File: config.mk
export PLATFORM = sky130hd
export DESIGN_NAME = vstate_legalizer
export DESIGN_NICKNAME = d
export VERILOG_FILES = /design/src/rtl/vstate_pkg.sv /design/src/rtl/vs_clamp.sv /design/src/rtl/vs_state_reg.sv /design/src/rtl/vs_legalize.sv /design/src/rtl/vstate_legalizer.sv
export SDC_FILE = /design/constraint.sdc
export NUM_CORES = 1
export LEC_CHECK = 0
export ABC_AREA = 1
export BUFFER_PORTS_ARGS = -buffer_cell sky130_fd_sc_hd__buf_2
export CAP_MARGIN = 20
export CORE_ASPECT_RATIO = 1.1
export CORE_MARGIN = 2
export CORE_UTILIZATION = 45
export DETAILED_ROUTE_END_ITERATION = 12
export HOLD_SLACK_MARGIN = 0.12
export PLACE_DENSITY = 0.8
export SYNTH_ARGS = -nofsm -noshare
export SYNTH_HDL_FRONTEND = slang
export SYNTH_SLANG_ARGS = --single-unit
File: constraint.sdc
create_clock -name clk_i -period 3.3 [get_ports clk_i]
set_input_delay 0.66 -clock clk_i [delete_from_list [all_inputs] [get_ports clk_i]]
set_output_delay 0.66 -clock clk_i [all_outputs]
set_load 0.02 [all_outputs]
File: src/rtl/vstate_pkg.sv
package vstate_pkg;

  typedef enum logic [1:0] {
    VS_WR_WORD    = 2'd0,
    VS_WR_LEN_IMM = 2'd1,
    VS_WR_MAX_IMM = 2'd2,
    VS_WR_GROUP   = 2'd3
  } vs_wr_kind_e;

  localparam int unsigned VS_GRP_W = 2;
  localparam int unsigned VS_IMM_W = 5;
  localparam int unsigned VS_GRP_MAX = 4;

  function automatic int unsigned vs_word_w(input int unsigned lw);
    return 4 * lw + 3 * VS_GRP_W;
  endfunction

endpackage

File: src/rtl/vs_clamp.sv
module vs_clamp #(
  parameter int unsigned W = 6
) (
  input  logic [W-1:0] val_i,
  input  logic [W-1:0] lim_i,
  output logic [W-1:0] res_o
);
  always_comb res_o = (val_i > lim_i) ? lim_i : val_i;
endmodule

File: src/rtl/vs_state_reg.sv
module vs_state_reg #(
  parameter int unsigned W = 30
) (
  input  logic         clk_i,
  input  logic         rst_ni,
  input  logic         ld_i,
  input  logic [W-1:0] d_i,
  output logic [W-1:0] q_o
);
  always_ff @(posedge clk_i or negedge rst_ni) begin
    if (!rst_ni)   q_o <= '0;
    else if (ld_i) q_o <= d_i;
  end
endmodule

File: src/rtl/vs_legalize.sv
module vs_legalize
  import vstate_pkg::*;
#(
  parameter int unsigned XLEN = 64,
  localparam int unsigned LW = $clog2(XLEN),
  localparam int unsigned GW = VS_GRP_W,
  localparam int unsigned WW = vs_word_w(LW)
) (
  input  logic [1:0]    kind_i,
  input  logic [WW-1:0] data_i,
  input  logic [WW-1:0] cur_i,
  output logic [WW-1:0] nxt_o,
  output logic          exc_o
);
  localparam int unsigned OFS_SRC = 2 * LW;
  localparam int unsigned OFS_GRP = 4 * LW;
  localparam logic [LW-1:0] MAX_LIM = LW'(XLEN - 1);

  vs_wr_kind_e kind;
  logic [LW-1:0] imm;
  logic          word_w, len_w, max_w, grp_w;

  always_comb begin
    kind   = vs_wr_kind_e'(kind_i);
    imm    = LW'(data_i[VS_IMM_W-1:0]);
    word_w = (kind == VS_WR_WORD);
    len_w  = (kind == VS_WR_LEN_IMM);
    max_w  = (kind == VS_WR_MAX_IMM);
    grp_w  = (kind == VS_WR_GROUP);
  end

  // group count must be 1..4 over the whole data word
  logic grp_bad;
  always_comb begin
    grp_bad = (data_i == '0) || (data_i > WW'(VS_GRP_MAX));
    exc_o   = grp_w && grp_bad;
  end

  // stage 1: maximum length against XLEN
  logic [LW-1:0] max_raw, max_n;
  always_comb begin
    if (word_w)     max_raw = data_i[LW-1:0];
    else if (max_w) max_raw = imm;
    else            max_raw = cur_i[LW-1:0];
  end
  vs_clamp #(.W(LW)) u_max_clamp (.val_i(max_raw), .lim_i(MAX_LIM), .res_o(max_n));

  // stage 2: length against clamped maximum
  logic [LW-1:0] len_raw, len_n;
  always_comb begin
    if (word_w)     len_raw = data_i[2*LW-1:LW];
    else if (len_w) len_raw = imm;
    else            len_raw = cur_i[2*LW-1:LW];
  end
  vs_clamp #(.W(LW)) u_len_clamp (.val_i(len_raw), .lim_i(max_n), .res_o(len_n));

  // stage 3: element offsets against clamped length
  logic [LW-1:0] ofs_n [2];
  for (genvar g = 0; g < 2; g++) begin : g_elem_ofs
    localparam int unsigned LO = OFS_SRC + g * LW;
    logic [LW-1:0] raw;
    always_comb begin
      if (word_w)     raw = data_i[LO+LW-1:LO];
      else if (len_w) raw = '0;
      else            raw = cur_i[LO+LW-1:LO];
    end
    vs_clamp #(.W(LW)) u_ofs_clamp (.val_i(raw), .lim_i(len_n), .res_o(ofs_n[g]));
  end

  // group size: count-1 wraps 4 to 3 in two bits
  logic [GW-1:0] grp_n;
  always_comb begin
    if (word_w)                 grp_n = data_i[OFS_GRP+GW-1:OFS_GRP];
    else if (grp_w && !grp_bad) grp_n = GW'(data_i[GW-1:0] - GW'(1));
    else                        grp_n = cur_i[OFS_GRP+GW-1:OFS_GRP];
  end

  // stage 4: sub-vector offsets against group size
  logic [GW-1:0] sub_n [2];
  for (genvar g = 0; g < 2; g++) begin : g_sub_ofs
    localparam int unsigned LO = OFS_GRP + (g + 1) * GW;
    logic [GW-1:0] raw;
    always_comb begin
      if (word_w) raw = data_i[LO+GW-1:LO];
      else        raw = cur_i[LO+GW-1:LO];
    end
    vs_clamp #(.W(GW)) u_sub_clamp (.val_i(raw), .lim_i(grp_n), .res_o(sub_n[g]));
  end

  always_comb nxt_o = {sub_n[1], sub_n[0], grp_n, ofs_n[1], ofs_n[0], len_n, max_n};

endmodule

File: src/rtl/vstate_legalizer.sv
module vstate_legalizer
  import vstate_pkg::*;
#(
  parameter int unsigned XLEN = 64,
  localparam int unsigned LW = $clog2(XLEN),
  localparam int unsigned WW = vs_word_w(LW)
) (
  input  logic          clk_i,
  input  logic          rst_ni,
  input  logic          wr_en_i,
  input  logic [1:0]    wr_kind_i,
  input  logic [WW-1:0] wr_data_i,
  output logic [WW-1:0] state_o,
  output logic          exc_o
);
  logic [WW-1:0] nxt;
  logic          exc_c;

  vs_legalize #(.XLEN(XLEN)) u_legal (
    .kind_i(wr_kind_i),
    .data_i(wr_data_i),
    .cur_i (state_o),
    .nxt_o (nxt),
    .exc_o (exc_c)
  );

  vs_state_reg #(.W(WW)) u_state (
    .clk_i (clk_i),
    .rst_ni(rst_ni),
    .ld_i  (wr_en_i && !exc_c),
    .d_i   (nxt),
    .q_o   (state_o)
  );

  always_ff @(posedge clk_i or negedge rst_ni) begin
    if (!rst_ni) exc_o <= 1'b0;
    else         exc_o <= wr_en_i && exc_c;
  end

endmodule

==> metrics.yaml, run 1 <==
die:
  start_util_pct: 46.6
  rows: 29
  die_h_um: 85.1
  die_w_um: 77.7
  dieArea_um2: 6620
  core_area_um2: 5770
  ios: 66
timing:
  finalCriticalPeriod_ns: 3.73
  fmax_mhz: 268
  fin_crit_sh_pct: 113
  hold_viol: 0
  drv_slew: 0
  setup_viol: 12
  tightest_slew_ns: 0.888
  layout_setup_ws_ns: -0.432
  rsz0062_at_grt: "true"
  whs_ns: 0.430
  fin_skew_ns: 0.00840
  slew_headroom_pct: 40.7
layout:
  fillers: 370
  n_antenna_cell: 0
  multi_input_area_um2: 2200
  areaGrowthSynthToFinish_pct: 60.4
  post_route_cells_drive_above_1_share_pct: 49.1
  fin_nets: 588
  final-seq-area_um2: 776
  final_core_util_pct: 74.8
synth:
  ys_warn_count: 0
  synthesis.area_um2: 2690
  yosys_register_bits: 31
  yosysSeqAreaShare_pct: 28.8
  synth.distinct_cells: 35
  syn_avg_cell_area_um2: 6.85
  synth_nets: 452
  syn_inst: 393
power:
  p_leak_uw: 0.00225
  vdd_drop_max_uv: 367
  total_power_uw: 3290
  p_per_area_nw_per_um2: 763
routing:
  routedWlPerCell_um: 19.3
  post_drt_via_cell_ratio: 5.85
  dr.pass1.iters: 5
  drt_first_iter_violations: 301
  routed-via-count: 3540
  drc: 0
  finalWirelength_mm: 11.7
  ant_nets: 0
cts:
  cts_tree: "yes"
  cts_sinks: 31
  cts_buffer_depth: 2
  clkSlewWorstSetupHoldPaths_ns: 0.07
  htreeDepth: 2
  cts.hold.buffers_added: 0
  insertion_delay_ns: 0.30
  numCtsBuffers: 5
  root_buffer: "clkbuf_8"
global_route:
  grt_usage_pct: 29.7
  first_global_vias: 3263
  grt-ovfl-total: 0
  grt_max_degree: 48
  antenna_found_initial: 0
  grt_first_pass_wirelength_mm: 15.3
critical_path:
  critical_path.slowest_cell: "a32oi_1"
  arrival_ns: 3.96
  critPathLaunchType: "input port"
  worstPathMaxFanout: 7
  cp.required_ns: 3.52
  critPathMaxStageDelay_ns: 0.29
  crit_top_cell: "nand2_4"
  cpLargestDelayFamily: "compound AO/OA/AOI/OAI gates"
  path_class: "in -> reg"
  end_kind: "register"
  crit_buf_inv: 7
outcome:
  status: "complete, but fails checks"
  failed_checks: "negative setup slack"
flow_run:
  cap_violations: 0
placement:
  dp_hpwl_mm: 6.33
  gp_congestion: 1.02
  numPortBuffers: 65
  detailedPlace.worstSlack_ns: -0.489
min_path:
  min_path_type: "in -> async"
==> per-layer routing <==
| metal | part of all wire, % | global-route usage, % | wire [um] |
|---|---|---|---|
| met1 | 35 | 33.8 | 4150 |
| met2 | 49 | 51.6 | 5710 |
| met3 | 8.3 | 5.74 | 969 |
| met4 | 7.5 | 16.9 | 875 |
| met5 | 0 | 0 | 0 |
==> Yosys cell counts, drive strengths merged <==
cell type    n  area [um2]
clkbuf       2        7.51
o21ai       21         128
dfrtp       31         776
a21oi        8        40.0
a41oi        1        8.76
or2          5        31.3
o21bai       2        15.0
a22oi        4        30.0
nand2      128         532
a32oi        1        8.76
a221oi       2        17.5
and2         1        6.26
ha          24         300
inv         45         169
nand3       31         165
buf         12        90.1
nor2        61         241
nand4        4        46.3
nor3         2        10.0
a22o         6        52.6
a21o         1        7.51
xor2         1        8.76
==> stage by stage <==
stage	TNS [ns]	instances	area, um2
4_1_cts	0	593	3940
3_5_place_dp	-5.20	571	3550
2_1_floorplan	-1.59	393	2890
6_report	-3.97	605	4320
5_1_grt	-4.96	605	4320
3_3_place_gp	-3.68	571	3550
==> state kept, by name, summed over array words and instances, names as in the netlist <==
register	count
u_state.q_o	30
exc_o	1
==> cells in the final DEF, fill, tap and decap left out, drive strengths merged, types with 4 or more instances in the layout <==
cell,netlist,final
buf,12,143
nand2,128,128
nor2,61,61
inv,45,45
dfrtp,31,31
nand3,31,31
ha,24,24
o21ai,21,21
a21oi,8,8
a22o,6,6
clkbuf,2,6
or2,5,5
a22oi,4,4
nand4,4,4
==> worst register-to-register path, stage by stage, from the launching register on <==
cell,delay [ns]
dfrtp_1,0.43
nand2_2,0.09
inv_2,0.03
a221oi_2,0.24
inv_1,0.16
ha_4,0.19
a21o_1,0.18
a21oi_2,0.18
nand2_2,0.09
inv_4,0.08
nand2_8,0.10
nand2_8,0.15
nand2_4,0.08
nand2_4,0.09
inv_4,0.05
ha_4,0.28
nand2_4,0.06
o21bai_1,0.16
a32oi_1,0.29
buf_4,0.23
nor2_1,0.06
nor2_1,0.13
nand2_1,0.09
nand2_1,0.07
==> what timing repair did <==
action | in CTS | in global routing
buffers inserted | 16 | 12
endpoints found under the setup margin | 12 | 12
gates resized for setup | 44 | 63
pin swaps | 33 | 38
==> power by group <==
group	leakage [uW]	internal, uW	switching, uW
Combinational	0.00182	1020	1370
Sequential	0.000391	501	113
Clock	0.0000371	141	149
==> cell type report <==
type                       instances  share of cell area, %
sequential                        31                   18.0
inverter                          45                   4.38
multi-input combinational        303                   51.1
timing repair buffer             143                   22.7
clock buffer                       6                   1.68
tap                               77                   2.23
==> path summary, 6_finish.rpt <==
check | cells after the start | to | from | slack [ns]
setup / recovery | 25 | u_state.q_o[12] | wr_kind_i[1] | -0.43
hold / removal | 1 | u_state.q_o[10] | rst_ni | 0.43
setup reg to reg | 23 | u_state.q_o[12] | u_state.q_o[9] | -0.29
hold reg to reg | 2 | u_state.q_o[29] | u_state.q_o[29] | 0.50
max in group asynchronous | 1 | u_state.q_o[19] | rst_ni | 2.39
min in group clk_i | 2 | u_state.q_o[29] | u_state.q_o[29] | 0.50
==> logic make-up after synthesis <==
kind of cell	Yosys count	share of synthesized area (%)
xor gates and xnor gates	1	0.325
DFF	31	28.8
and+or+nand+nor	232	38.4
AOI/OAI and AO/OA	46	11.4
adders and majority gates	24	11.2
buffers and inverters	59	9.90
(Power assumes the default switching activity.)
==> run 2, diff against run 1 <==
- CORE_MARGIN: 2 -> 8
==> metrics.yaml, run 2 (same netlist as run 1, synthesis figures left out) <==
outcome:
  status: "complete, but fails checks"
  failed_checks: "negative setup slack"
die:
  dieArea_um2: 8710
  core_area_um2: 5770
  die_h_um: 97.1
  rows: 29
  ios: 66
  die_w_um: 89.7
  start_util_pct: 46.6
timing:
  fin_skew_ns: 0.00735
  layout_setup_ws_ns: -0.241
  setup_viol: 12
  finalCriticalPeriod_ns: 3.54
  hold_viol: 0
  tightest_slew_ns: 0.824
  fin_crit_sh_pct: 107
  rsz0062_at_grt: "true"
  fmax_mhz: 282
  drv_slew: 0
  slew_headroom_pct: 45.0
cts:
  cts_buffer_depth: 2
  htreeDepth: 2
  insertion_delay_ns: 0.29
  clkSlewWorstSetupHoldPaths_ns: 0.06
  root_buffer: "clkbuf_8"
  cts_sinks: 31
  cts_tree: "yes"
  numCtsBuffers: 5
  cts.hold.buffers_added: 0
routing:
  finalWirelength_mm: 9.99
  drc: 0
  ant_nets: 0
  post_drt_via_cell_ratio: 5.43
  routed-via-count: 3205
  dr.pass1.iters: 5
  routedWlPerCell_um: 16.9
  drt_first_iter_violations: 259
power:
  total_power_uw: 2960
  p_leak_uw: 0.00215
  p_per_area_nw_per_um2: 733
  vdd_drop_max_uv: 397
critical_path:
  r2r_setup_slack_ns: -0.10
  critPathLaunchType: "input port"
  critical_path.slowest_cell: "nor2_4"
  worstPathMaxFanout: 9
  critPathMaxStageDelay_ns: 0.28
  r2r-end: "u_state.q_o[19]"
  path_class: "in -> reg"
  end_kind: "register"
  cp.required_ns: 3.48
  crit_chain: "buf_12 > nor2_4 > buf_4 > a21oi_1 > ha_1 > o21bai_1 > nand4_2 > nand2_8 > nand2_8 > nand2_4 > nand2_2 > inv_2 > ha_4 > inv_4 > nor2_2 > o21ai_1 > a41oi_2 > buf_4 > nor2_2 > nor2_1 > nand2_1 > nand2_1"
  r2r_start: "u_state.q_o[7]"
  r2r_cells: 21
  arrival_ns: 3.72
flow_run:
  cap_violations: 0
global_route:
  grt_usage_pct: 19.4
  first_global_vias: 3105
  grt_first_pass_wirelength_mm: 14.2
  antenna_found_initial: 0
  grt-ovfl-total: 0
  grt_max_degree: 48
placement:
  dp_hpwl_mm: 6.65
  numPortBuffers: 65
  gp_congestion: 0.993
  dpl.cell_count: 569
  detailedPlace.worstSlack_ns: -0.512
layout:
  areaGrowthSynthToFinish_pct: 50.0
  post_route_cells_drive_above_1_share_pct: 45.8
  largest_reg_flops: 30
  top_register: "u_state.q_o"
  n_antenna_cell: 0
  final_common_cell: "nand2_1"
  final_core_util_pct: 70.0
  final_cells: 590
  fin_nets: 571
  final_cell_mix: "106 x nand2_1, 63 x buf_2, 58 x buf_4, 44 x nor2_1, 31 x dfrtp_1"
  reg.largest.list: "u_state.q_o: 30 flops, exc_o: 1 flops"
min_path:
  min_path_type: "in -> async"
run 2: metal layers:
layer | global-route usage [%] | routed length, um | vias up
met2 | 34.1 | 5090 | 173
met4 | 6.78 | 287 | 0
met1 | 22.8 | 3920 | 1507
met3 | 3.94 | 688 | 25
met5 | 0 | 0 | -
li1 | - | - | 1500
run 2: worst max path at each step:
| stage | start | to | slack [ns] | depth (start not counted) |
|---|---|---|---|---|
| CTS | wr_kind_i[0] | u_state.q_o[17] | -0.02 | 24 |
| floorplan | wr_kind_i[0] | u_state.q_o[16] | -0.18 | 25 |
| finish | wr_kind_i[0] | u_state.q_o[19] | -0.24 | 22 |
| global placement | wr_kind_i[1] | u_state.q_o[15] | -0.40 | 23 |
| global route | wr_kind_i[0] | u_state.q_o[19] | -0.28 | 22 |
| detailed placement | wr_kind_i[0] | u_state.q_o[15] | -0.51 | 24 |
run 2: final cells by class:
class | count | area, um2
multi-input combinational | 303 | 2070
tap | 77 | 96.3
inverter | 45 | 186
clock inverter | 1 | 5.00
sequential | 31 | 776
fill | 425 | 1730
clock buffer | 7 | 76.3
timing repair buffer | 126 | 825
run 2: report_power, final:
part	internal [uW]	switching (uW)	leakage [uW]
registers	501	102	0.000391
logic	867	1190	0.00172
clock network	148	147	0.0000422
total	1520	1440	0.00215
run 2: timing repair:
| item | 4_1_cts | 5_1_grt |
|---|---|---|
| pin swaps | 15 | 37 |
| gates resized for setup | 15 | 66 |
| setup buffers | 5 | 8 |
| setup endpoints to repair | 12 | 12 |
| gates cloned | 0 | 0 |
run 2: metrics by stage:
| step | area (um2) | setup TNS [ns] | hold slack, ns |
|---|---|---|---|
| floorplan | 2890 | -1.59 | 0.364 |
| global placement | 3530 | -3.97 | 0.478 |
| detailed placement | 3530 | -5.57 | 0.491 |
| CTS | 3730 | -0.0312 | 0.442 |
| global route | 4040 | -2.82 | 0.480 |
| finish | 4040 | -2.39 | 0.421 |
run 2: worst max-delay path, delay by kind of cell:
kind,cells,cell delay (ns)
AOI/OAI and AO/OA,4,0.65
buffers and inverters,5,0.69
adders and majority gates,2,0.42
and+or+nand+nor,11,1.29
